<file path="config.mk">
export PLATFORM = sky130hd
export DESIGN_NAME = sgpio_status_tx
export DESIGN_NICKNAME = d
export VERILOG_FILES = /design/src/rtl/sgpio_pkg.sv /design/src/rtl/sgpio_clkgen.sv /design/src/rtl/sgpio_frame_seq.sv /design/src/rtl/sgpio_od_lane.sv /design/src/rtl/sgpio_status_tx.sv
export SDC_FILE = /design/constraint.sdc
export NUM_CORES = 1
export LEC_CHECK = 0
export ABC_AREA = 1
export BUFFER_PORTS_ARGS = -buffer_cell sky130_fd_sc_hd__buf_2
export CELL_PAD_IN_SITES_DETAIL_PLACEMENT = 1
export CELL_PAD_IN_SITES_GLOBAL_PLACEMENT = 2
export CORE_ASPECT_RATIO = 1.1
export CORE_MARGIN = 2
export CORE_UTILIZATION = 35
export CTS_CLUSTER_SIZE = 10
export DETAILED_ROUTE_END_ITERATION = 6
export PLACE_DENSITY = 0.91
export SLEW_MARGIN = 40
export SYNTH_ARGS = -nofsm -noshare
export SYNTH_HDL_FRONTEND = slang
export SYNTH_SLANG_ARGS = --single-unit
</file>
<file path="constraint.sdc">
create_clock -name clk -period 12.6 [get_ports clk]
set_input_delay 1.26 -clock clk [delete_from_list [all_inputs] [get_ports clk]]
set_output_delay 1.26 -clock clk [all_outputs]
set_load 0.005 [all_outputs]
</file>
<file path="src/rtl/sgpio_pkg.sv">
// Shared constants and slot-indexing helper for the drive status serializer.
package sgpio_pkg;
    localparam int BITS_PER_DRIVE = 3;   // activity, locate, fault
    localparam int SLOT_ACT       = 2;   // bit position of activity within a drive slot
    localparam int SLOT_LOC       = 1;
    localparam int SLOT_FLT       = 0;

    // Maps a frame period to the status vector bit sent in that period.
    function automatic int period_to_bit(input int period);
        return (period / BITS_PER_DRIVE) * BITS_PER_DRIVE
             + (BITS_PER_DRIVE - 1 - (period % BITS_PER_DRIVE));
    endfunction
endpackage

</file>
<file path="src/rtl/sgpio_clkgen.sv">
// Serial clock generator: divides clk by 2*half_div (0 treated as 1).
// Parks sclk high while disabled and produces one-cycle rise/fall ticks that
// coincide with the cycle in which the registered sclk changes.
module sgpio_clkgen #(
    parameter int DIV_W = 16
) (
    input  logic             clk,
    input  logic             rst_n,
    input  logic             enable,
    input  logic [DIV_W-1:0] half_div,
    output logic             sclk,
    output logic             rise_tick,
    output logic             fall_tick
);
    logic [DIV_W-1:0] cnt_q;
    logic [DIV_W-1:0] half_eff;
    logic             sclk_q;
    logic             half_done;

    // Effective half period and terminal count detection.
    always_comb begin
        half_eff  = (half_div == '0) ? DIV_W'(1) : half_div;
        half_done = (cnt_q >= half_eff - DIV_W'(1));
        rise_tick = enable && half_done && !sclk_q;
        fall_tick = enable && half_done && sclk_q;
    end

    // Half-period counter and serial clock toggle.
    always_ff @(posedge clk) begin
        if (!rst_n || !enable) begin
            cnt_q  <= '0;
            sclk_q <= 1'b1;
        end else if (half_done) begin
            cnt_q  <= '0;
            sclk_q <= ~sclk_q;
        end else begin
            cnt_q  <= cnt_q + DIV_W'(1);
        end
    end

    assign sclk = sclk_q;

    assert_idle_high_R9: assert property (@(posedge clk) disable iff (!rst_n)
        !enable |=> sclk_q);

    assert_rise_edge_R1: assert property (@(posedge clk) disable iff (!rst_n)
        rise_tick |=> (sclk_q && cnt_q == '0));

    assert_hold_level_R1: assert property (@(posedge clk) disable iff (!rst_n)
        (enable && !rise_tick && !fall_tick) |=> $stable(sclk_q));
endmodule

</file>
<file path="src/rtl/sgpio_frame_seq.sv">
// Frame sequencer: tracks the period within a frame, shadows the status and
// vendor inputs at each frame start, and drives the load line.
// Assumes FRAME_LEN >= VENDOR_W + 1 so the vendor field fits in one frame.
module sgpio_frame_seq #(
    parameter int NUM_DRIVES = 6,
    parameter int VENDOR_W   = 4,
    parameter int STAT_W     = NUM_DRIVES * sgpio_pkg::BITS_PER_DRIVE,
    parameter int PIDX_W     = $clog2(STAT_W)
) (
    input  logic              clk,
    input  logic              rst_n,
    input  logic              enable,
    input  logic              rise_tick,
    input  logic [STAT_W-1:0] status_a,
    input  logic [STAT_W-1:0] status_b,
    input  logic [VENDOR_W-1:0] vendor_pat,
    output logic              running,
    output logic [PIDX_W-1:0] pidx,
    output logic [STAT_W-1:0] shadow_a,
    output logic [STAT_W-1:0] shadow_b,
    output logic              load
);
    localparam int FRAME_LEN = STAT_W;
    localparam int VIDX_W    = (VENDOR_W > 1) ? $clog2(VENDOR_W) : 1;
    localparam logic [PIDX_W-1:0] LAST_P = PIDX_W'(FRAME_LEN - 1);

    logic                run_q;
    logic [PIDX_W-1:0]   pidx_q;
    logic [VENDOR_W-1:0] vend_q;
    logic                frame_start;

    // A frame begins on the first rise after enabling or after the last period.
    assign frame_start = rise_tick && (!run_q || pidx_q == LAST_P);

    // Period counter and running flag.
    always_ff @(posedge clk) begin
        if (!rst_n || !enable) begin
            run_q  <= 1'b0;
            pidx_q <= '0;
        end else if (frame_start) begin
            run_q  <= 1'b1;
            pidx_q <= '0;
        end else if (rise_tick) begin
            pidx_q <= pidx_q + PIDX_W'(1);
        end
    end

    // Shadow capture of all inputs at the start of each frame.
    always_ff @(posedge clk) begin
        if (!rst_n) begin
            shadow_a <= '0;
            shadow_b <= '0;
            vend_q   <= '0;
        end else if (enable && frame_start) begin
            shadow_a <= status_a;
            shadow_b <= status_b;
            vend_q   <= vendor_pat;
        end
    end

    // Load line: pulse in period 0, vendor field MSB first, then low.
    always_comb begin
        int p;
        p = int'(pidx_q);
        load = 1'b0;
        if (run_q) begin
            if (p == 0)
                load = 1'b1;
            else if (p <= VENDOR_W)
                load = vend_q[VIDX_W'(VENDOR_W - p)];
        end
    end

    assign running = run_q;
    assign pidx    = pidx_q;

    assert_pidx_range_R3: assert property (@(posedge clk) disable iff (!rst_n)
        pidx_q <= LAST_P);

    assert_load_first_R3: assert property (@(posedge clk) disable iff (!rst_n)
        (enable && frame_start) |=> (load && pidx_q == '0));

    assert_wrap_R5: assert property (@(posedge clk) disable iff (!rst_n)
        (enable && rise_tick && run_q && pidx_q == LAST_P) |=> (pidx_q == '0));

    assert_shadow_hold_R7: assert property (@(posedge clk) disable iff (!rst_n)
        !frame_start |=> ($stable(shadow_a) && $stable(shadow_b)));
endmodule

</file>
<file path="src/rtl/sgpio_od_lane.sv">
// One open-drain data lane: selects the shadowed status bit for the current
// frame period and converts it to a pull-low enable (1 = drive 0).
// Assumes pidx stays below the status width.
module sgpio_od_lane #(
    parameter int STAT_W = 18,
    parameter int PIDX_W = $clog2(STAT_W)
) (
    input  logic              running,
    input  logic [PIDX_W-1:0] pidx,
    input  logic [STAT_W-1:0] shadow,
    output logic              pull_low
);
    localparam int IDX_W = $clog2(STAT_W);

    // Slot bit select and open-drain encoding.
    always_comb begin
        int bi;
        bi = sgpio_pkg::period_to_bit(int'(pidx));
        pull_low = running && !shadow[IDX_W'(bi)];
    end
endmodule

</file>
<file path="src/rtl/sgpio_status_tx.sv">
// Top of the drive status serializer: serial clock generator, frame
// sequencer and two open-drain data lanes. Outputs change only together with
// a serial clock rise. Assumes half_div is changed only while disabled.
module sgpio_status_tx #(
    parameter int NUM_DRIVES = 6,
    parameter int VENDOR_W   = 4,
    parameter int DIV_W      = 16,
    parameter int NUM_LANES  = 2,
    parameter int STAT_W     = NUM_DRIVES * sgpio_pkg::BITS_PER_DRIVE
) (
    input  logic                clk,
    input  logic                rst_n,
    input  logic                enable,
    input  logic [DIV_W-1:0]    half_div,
    input  logic [STAT_W-1:0]   status_a,
    input  logic [STAT_W-1:0]   status_b,
    input  logic [VENDOR_W-1:0] vendor_pat,
    output logic                sclk,
    output logic                sload,
    output logic                sdata0_oe,
    output logic                sdata1_oe
);
    localparam int PIDX_W = $clog2(STAT_W);

    logic                          rise_tick;
    logic                          fall_tick;
    logic                          running;
    logic [PIDX_W-1:0]             pidx;
    logic [NUM_LANES-1:0][STAT_W-1:0] shadows;
    logic [NUM_LANES-1:0]          pull_low;

    sgpio_clkgen #(.DIV_W(DIV_W)) u_clk (
        .clk(clk), .rst_n(rst_n), .enable(enable), .half_div(half_div),
        .sclk(sclk), .rise_tick(rise_tick), .fall_tick(fall_tick)
    );

    sgpio_frame_seq #(.NUM_DRIVES(NUM_DRIVES), .VENDOR_W(VENDOR_W)) u_seq (
        .clk(clk), .rst_n(rst_n), .enable(enable), .rise_tick(rise_tick),
        .status_a(status_a), .status_b(status_b), .vendor_pat(vendor_pat),
        .running(running), .pidx(pidx),
        .shadow_a(shadows[0]), .shadow_b(shadows[1]), .load(sload)
    );

    // One lane per data line.
    for (genvar l = 0; l < NUM_LANES; l++) begin : g_lane
        sgpio_od_lane #(.STAT_W(STAT_W)) u_lane (
            .running(running), .pidx(pidx),
            .shadow(shadows[l]), .pull_low(pull_low[l])
        );
    end

    assign sdata0_oe = pull_low[0];
    assign sdata1_oe = pull_low[1];

    assert_idle_outputs_R9: assert property (@(posedge clk) disable iff (!rst_n)
        !enable |=> (!sload && !sdata0_oe && !sdata1_oe && sclk));

    assert_change_on_rise_R2: assert property (@(posedge clk) disable iff (!rst_n)
        (enable && !rise_tick) |=> ($stable(sload) && $stable(pull_low)));

    assert_fall_quiet_R2: assert property (@(posedge clk) disable iff (!rst_n)
        fall_tick |=> ($stable(sload) && $stable(sdata0_oe) && $stable(sdata1_oe)));
endmodule

</file>
# Word-level counts from Yosys, hierarchy flattened
# Index checks and enable logic that the tools add are counted.
word_totals:
  register_bits: 63
  input_bits: 59
  output_inout_bits: 4
  elab_cells: 53
op_classes:
  n_addsub: 6
  multipliers: 1
  n_div: 2
  order_cmp: 4
  n_eq_ne: 1
  muxes: 13
  bitwise_logic: 1
  n_reduce_logical: 18
op_table:
  columns: ["op", "n"]
  rows:
  - ["$div A6 B3 Y32 const B", 1]
  - ["$mod A6 B3 Y32 const B", 1]
  - ["$mul A32 B3 Y5 const B", 1]
  - ["$add A16 B1 Y16 const B", 1]
  - ["$ge A16 B16 Y1", 1]
  - ["$logic_not A16 Y1", 1]
  - ["$mux W16", 1]
  - ["$sub A16 B1 Y16 const B", 1]
  - ["$bmux W1 S5", 2]
  - ["$mux W1", 9]
  - ["$lt A5 B7 Y1 const B", 1]
  - ["$logic_and A1 B1 Y1", 6]
  - ["$logic_not A1 Y1", 6]
  - ["$add A5 B1 Y5 const B", 1]
  - ["$add A5 B5 Y5", 1]
  - ["$eq A5 B5 Y1 const B", 1]
  - ["$le A5 B3 Y1 const B", 1]
  - ["$logic_not A5 Y1", 1]
  - ["$sub A3 B5 Y5 const A", 1]
  - ["$lt A2 B4 Y1 const B", 1]
  - ["$reduce_or A2 Y1", 2]
  - ["$bmux W1 S2", 1]
  - ["$logic_or A1 B1 Y1", 2]
  - ["$sub A1 B2 Y2 const A", 1]
  - ["$not A1 Y1", 1]

# Depth between registers and ports, before layout
depth:
  ltp_word: 8
  mapped_depth: 47
  ltp_nobuf: 45

# Cells and area by module
# Synthesis repeated with hierarchy kept, for this count alone.
unflattened:
  hier_cells: 907
  hier_area_um2: 5766.8
by_module_without_submodules:
  columns: ["module", "n_inst", "cells_per_inst", "area_per_inst_um2", "seq_area_each_um2"]
  rows:
  - ["sgpio_frame_seq", 1, 395, 2446.1, 920.9]
  - ["sgpio_clkgen", 1, 228, 1549.0, 340.3]
  - ["sgpio_od_lane at g_lane[1].u_lane", 1, 146, 907.1, 0.0]
  - ["sgpio_od_lane at g_lane[0].u_lane", 1, 138, 864.6, 0.0]

# Worst setup path before layout
# Ideal clock, no wire load.
synth_timing:
  path_type: "reg2out"
  from: "reg u_seq.pidx_q[3] (netlist: u_seq.pidx[3])"
  to: "out sdata0_oe"
  arrival_ns: 5.246
  required_ns: 11.340
  slack_ns: 6.094
  stages_incl_launch_ff: 47
  path_buffers: 2
  cell_sequence: "dfxtp_1 > buf_6 > clkbuf_1 > ha_1 > inv_1 > nand2_2 > nand2_2 > nand3_1 > nand2_1 > inv_1 > ha_1 > inv_1 > nand3_4 > nor2_4 > nand2_4 > xor2_1 > ha_1 > inv_1 > [... 11 more ...] > ha_1 > a21oi_1 > nand2_1 > nand2_1 > nand2_1 > nand2_1 > nand2_1 > o21bai_1 > nand2_1 > inv_1 > nand2_1 > nand3_1 > nor2_1 > nand3_1 > nand2_1 > inv_1 > nand2_1 > inv_1"
synth_between:
  elab_chain_cells: 8
  word_cells_on_any_way: 10
synth_lines:
  columns: ["element", "line", "rtl"]
  rows:
  - ["start, declared", "sgpio_frame_seq.sv:28", "logic [PIDX_W-1:0] pidx_q;"]
  - ["start signal, assigned", "sgpio_frame_seq.sv:44", "pidx_q <= pidx_q + PIDX_W'(1);"]
  - ["$div A6 B3 Y32 / $mod A6 B3 Y32 (equally long branches)", "sgpio_pkg.sv:10, sgpio_pkg.sv:11", null]
  - ["$mul A32 B3 Y5 / $sub A3 B5 Y5 (equally long branches)", "sgpio_pkg.sv:10, sgpio_pkg.sv:11", null]
  - ["$add A5 B5 Y5 (*)", "sgpio_pkg.sv:11", "+ (BITS_PER_DRIVE - 1 - (period % BITS_PER_DRIVE));"]
  - ["$bmux W1 S5 (*)", "sgpio_od_lane.sv:19", "pull_low = running && !shadow[IDX_W'(bi)];"]
  - ["$mux W1 (not written as such) (*) (2 in series)", "sgpio_od_lane.sv:19", null]
  - ["$logic_not A1 Y1 (*)", "sgpio_od_lane.sv:19", null]
  - ["$logic_and A1 B1 Y1 (*)", "sgpio_od_lane.sv:19", null]
  - ["end, declared", "sgpio_status_tx.sv:20", "output logic sdata0_oe,"]
# Mark *: on every way between the ends. The rest lies on a longest branch, timed or not. The select of a mux whose other input is x is not followed.

# Final worst setup path
# Ends and elaborated chain as after synthesis.

==> reports/results.tsv <==
stage	metric	value	unit
run_status	outcome	complete, no violations	
clocking	cts-resized-gates	0	
final_layout	final_area	4820	um2
floorplanning	row_count	41	
critical_path	crit_fanout	11	
floorplanning	die-area	12700	um2
critical_path	crit_required	11.34	ns
grt	overflow	0	
timing	rsz0062_at_grt	no	
detailed_routing	ant_nets	0	
yosys	seq_area_frac_synth	30.5	%
floorplanning	io_pins	63	
floorplanning	core_area	11500	um2
final_layout	nets	735	
final_layout	fillCellCount	1502	
detailed_routing	post_drt_via_cell_ratio	4.90	
run	cap_violations	0	
critical_path	cpMaxStageDelayCell	dfxtp_1	
min_path	hp-class	reg2reg	
detailed_routing	route.detailed.drc	0	
yosys	yosysWarnings	0	
final_layout	area_growth	16.4	%
clocking	post_cts_buffers	0	
clocking	cts_tree	yes	
detailed_routing	via_count	3899	
final_layout	fin_util	41.9	%
pwr	vdd_drop_max	0.0577	mV
floorplanning	initial_utilization	36.0	%
critical_path	critPathLaunch	u_seq.pidx[3]	
placement	dp_hpwl	8110	um
yosys	syn_nets	680	
floorplanning	die_y	118	um
timing	worst_pin_slew	0.733	ns
detailed_routing	first_pass_iters	4	
clocking	h-tree-depth	3	
timing	skew	0.00737	ns
placement	gp_congestion	0.869	
grt	grt_use_total	17.2	%
timing	post-route-min-period	7.61	ns
critical_path	crit_end	sdata0_oe	
detailed_routing	routedWlPerCell	13.0	um
timing	fmax	131	MHz
critical_path	r2r_setup_slack	9.67	ns
clocking	holdBufCountCts	0	
yosys	netlist_area	4140	um2
timing	fin_crit_sh	60.4	%
detailed_routing	routed_wl	10300	um
floorplanning	die_w	108	um
clocking	cts_sinks	63	
clocking	cts_buffers	9	
timing	setup_tns	0	ns
pwr	power_density	90.7	nW/um2
yosys	synth_cells	588	
placement	io_buffers	62	
grt	grt_max_degree	81	
critical_path	cp-start-kind	register	
final_layout	antenna_cells	0	
timing	max-slew-margin-rel	50.8	%
clocking	clockBufferDepth	2	
critical_path	reg2reg_from	u_clk.cnt_q[9]	
grt	grt_pass1_vias	3993	
clocking	cts_root_buffer	clkbuf_16	
timing	hold_violations	0	
yosys	synth.distinct_cells	38	
critical_path	reg2reg_to	u_seq.shadow_a[17]	
grt	antenna_found_initial	0	
detailed_routing	drt-initial-drc-count	127	
grt	grt_pass1_wl	17800	um
clocking	clkTransAtPathRegs	0.05	ns
critical_path	slowest_delay	0.54	ns
placement	dpl_cell_area	4570	um2
timing	setup_viol	0	
critical_path	arrival	6.35	ns
critical_path	cpMostUsedCell	nand2_1	
yosys	synth_seq_cells	63	
yosys	syn_area_per_cell	7.04	um2
timing	slew_violations	0	
critical_path	end_kind	primary output	
critical_path	r2r_cells	14	
critical_path	critPathKind	reg2out	
pwr	leakage	2.04	nW
final_layout	drive_gt1_share	16.6	%
clocking	clock_latency	0.32	ns
-- synthesized netlist by cell type --
cell	count	area (um2)
nor3b_1	5	37.5
or3_1	2	12.5
nand3_4	1	17.5
inv_2	4	15.0
nor2_4	2	22.5
buf_1	1	3.75
nor2_1	48	180
buf_6	1	11.3
a211oi_1	3	22.5
nor2_2	1	6.26
nor3_1	11	55.1
a31oi_1	3	18.8
ha_1	30	375
nand2_1	70	263
o21bai_1	1	7.51
o21a_1	1	7.51
a21oi_1	76	380
nand3b_1	2	15.0
inv_1	88	330
o21ai_0	65	325
clkbuf_1	18	67.6
nor3_2	1	10.0
nand4_1	8	50.1
dfxtp_1	63	1260
xor2_1	16	140
o21ai_1	1	5.00
nand2_2	12	75.1
fa_1	3	60.1
nand3_2	4	40.0
mux2i_2	1	13.8
nand2_4	4	45.0
nor4_1	1	6.26
o211ai_1	4	30.0
xnor2_1	7	61.3
o21ai_4	1	16.3
nand3_1	27	135
and3_1	1	6.26
o31ai_1	1	7.51
-- where the power goes --
| group | internal (mW) | switching, mW |
|---|---|---|
| sequential | 0.200 | 0.000309 |
| clock | 0.130 | 0.0806 |
| combinational | 0.0119 | 0.0144 |
| total | 0.342 | 0.0953 |
-- layer usage --
layer  GRT usage [%]  share of wire, %
met3            2.66               2.1
met2            29.6                49
met1            22.1                47
met4            5.05               1.2
met5               0                 0
-- stage by stage --
stage / setup slack, ns / std cells / total power [mW] / hold WS (ns)
2_1_floorplan: 6.09 / 588 / 0.217 / 0.420
3_3_place_gp: 5.66 / 782 / 0.230 / 0.433
3_5_place_dp: 5.28 / 782 / 0.231 / 0.437
4_1_cts: 4.91 / 796 / 0.442 / 0.446
5_1_grt: 4.33 / 796 / 0.455 / 0.467
6_report: 4.99 / 796 / 0.437 / 0.442
-- layout make-up --
type	count	area (um2)	share of cell area, %
inverter	92	345	7.17
clock inverter	2	10.0	0.208
multi-input combinational	413	2450	50.9
clock buffer	12	236	4.91
timing repair buffer	64	325	6.75
sequential	63	1260	26.2
tap	150	188	3.90
-- cell families (layout without fill, tap and decap cells) --
group           Yosys count  in the layout  synth area share (%)
mux                       1              1                 0.333
xor+xnor                 23             23                  4.87
fa+ha+maj                33             33                  10.5
compound gates          156            156                  19.8
buf+inv                 112            170                  10.3
simple gates            200            200                  23.6
flops                    63             63                  30.5
-- worst min-delay path by stage --
stage                       startpoint            endpoint  slack [ns]  cells past startpoint
detailed placement  u_seq.shadow_b[12]  u_seq.shadow_b[12]        0.44                      2
finish              u_seq.shadow_b[12]  u_seq.shadow_b[12]        0.44                      2
floorplan           u_seq.shadow_b[12]  u_seq.shadow_b[12]        0.42                      2
CTS                 u_seq.shadow_b[12]  u_seq.shadow_b[12]        0.45                      2
global placement     u_seq.shadow_a[0]   u_seq.shadow_a[0]        0.43                      2
global route        u_seq.shadow_b[12]  u_seq.shadow_b[12]        0.47                      2
-- sequential cells by signal (all words and copies together) (netlist names) --
register,cells
u_seq.shadow_a,18
u_seq.shadow_b,18
u_clk.cnt_q,16
u_seq.pidx,5
u_seq.vend_q,4
u_clk.sclk,1
u_seq.running,1
-- worst max-delay path: cells and delay by family (launching register included) --
family,cells,cell delay [ns]
xor gates and xnor gates,2,0.50
adders and majority gates,6,1.89
AOI/OAI and AO/OA,3,0.54
DFF,1,0.54
and+or+nand+nor,23,1.87
buffers and inverters,11,0.69
-- cells in the final DEF, fill, tap and decap left out, types with 5 or more instances in the layout --
cell / Yosys / routed
nand3_1: 27 / 27
xnor2_1: 7 / 7
nand2_1: 70 / 69
nor2_1: 48 / 48
xor2_1: 16 / 16
nand4_1: 8 / 8
inv_1: 88 / 88
o21ai_0: 65 / 65
nand2_2: 12 / 13
a21oi_1: 76 / 76
nor3b_1: 5 / 5
ha_1: 30 / 30
dfxtp_1: 63 / 63
clkbuf_16: 0 / 9
nor3_1: 11 / 11
buf_2: 0 / 62
(Power assumes the default switching activity.)
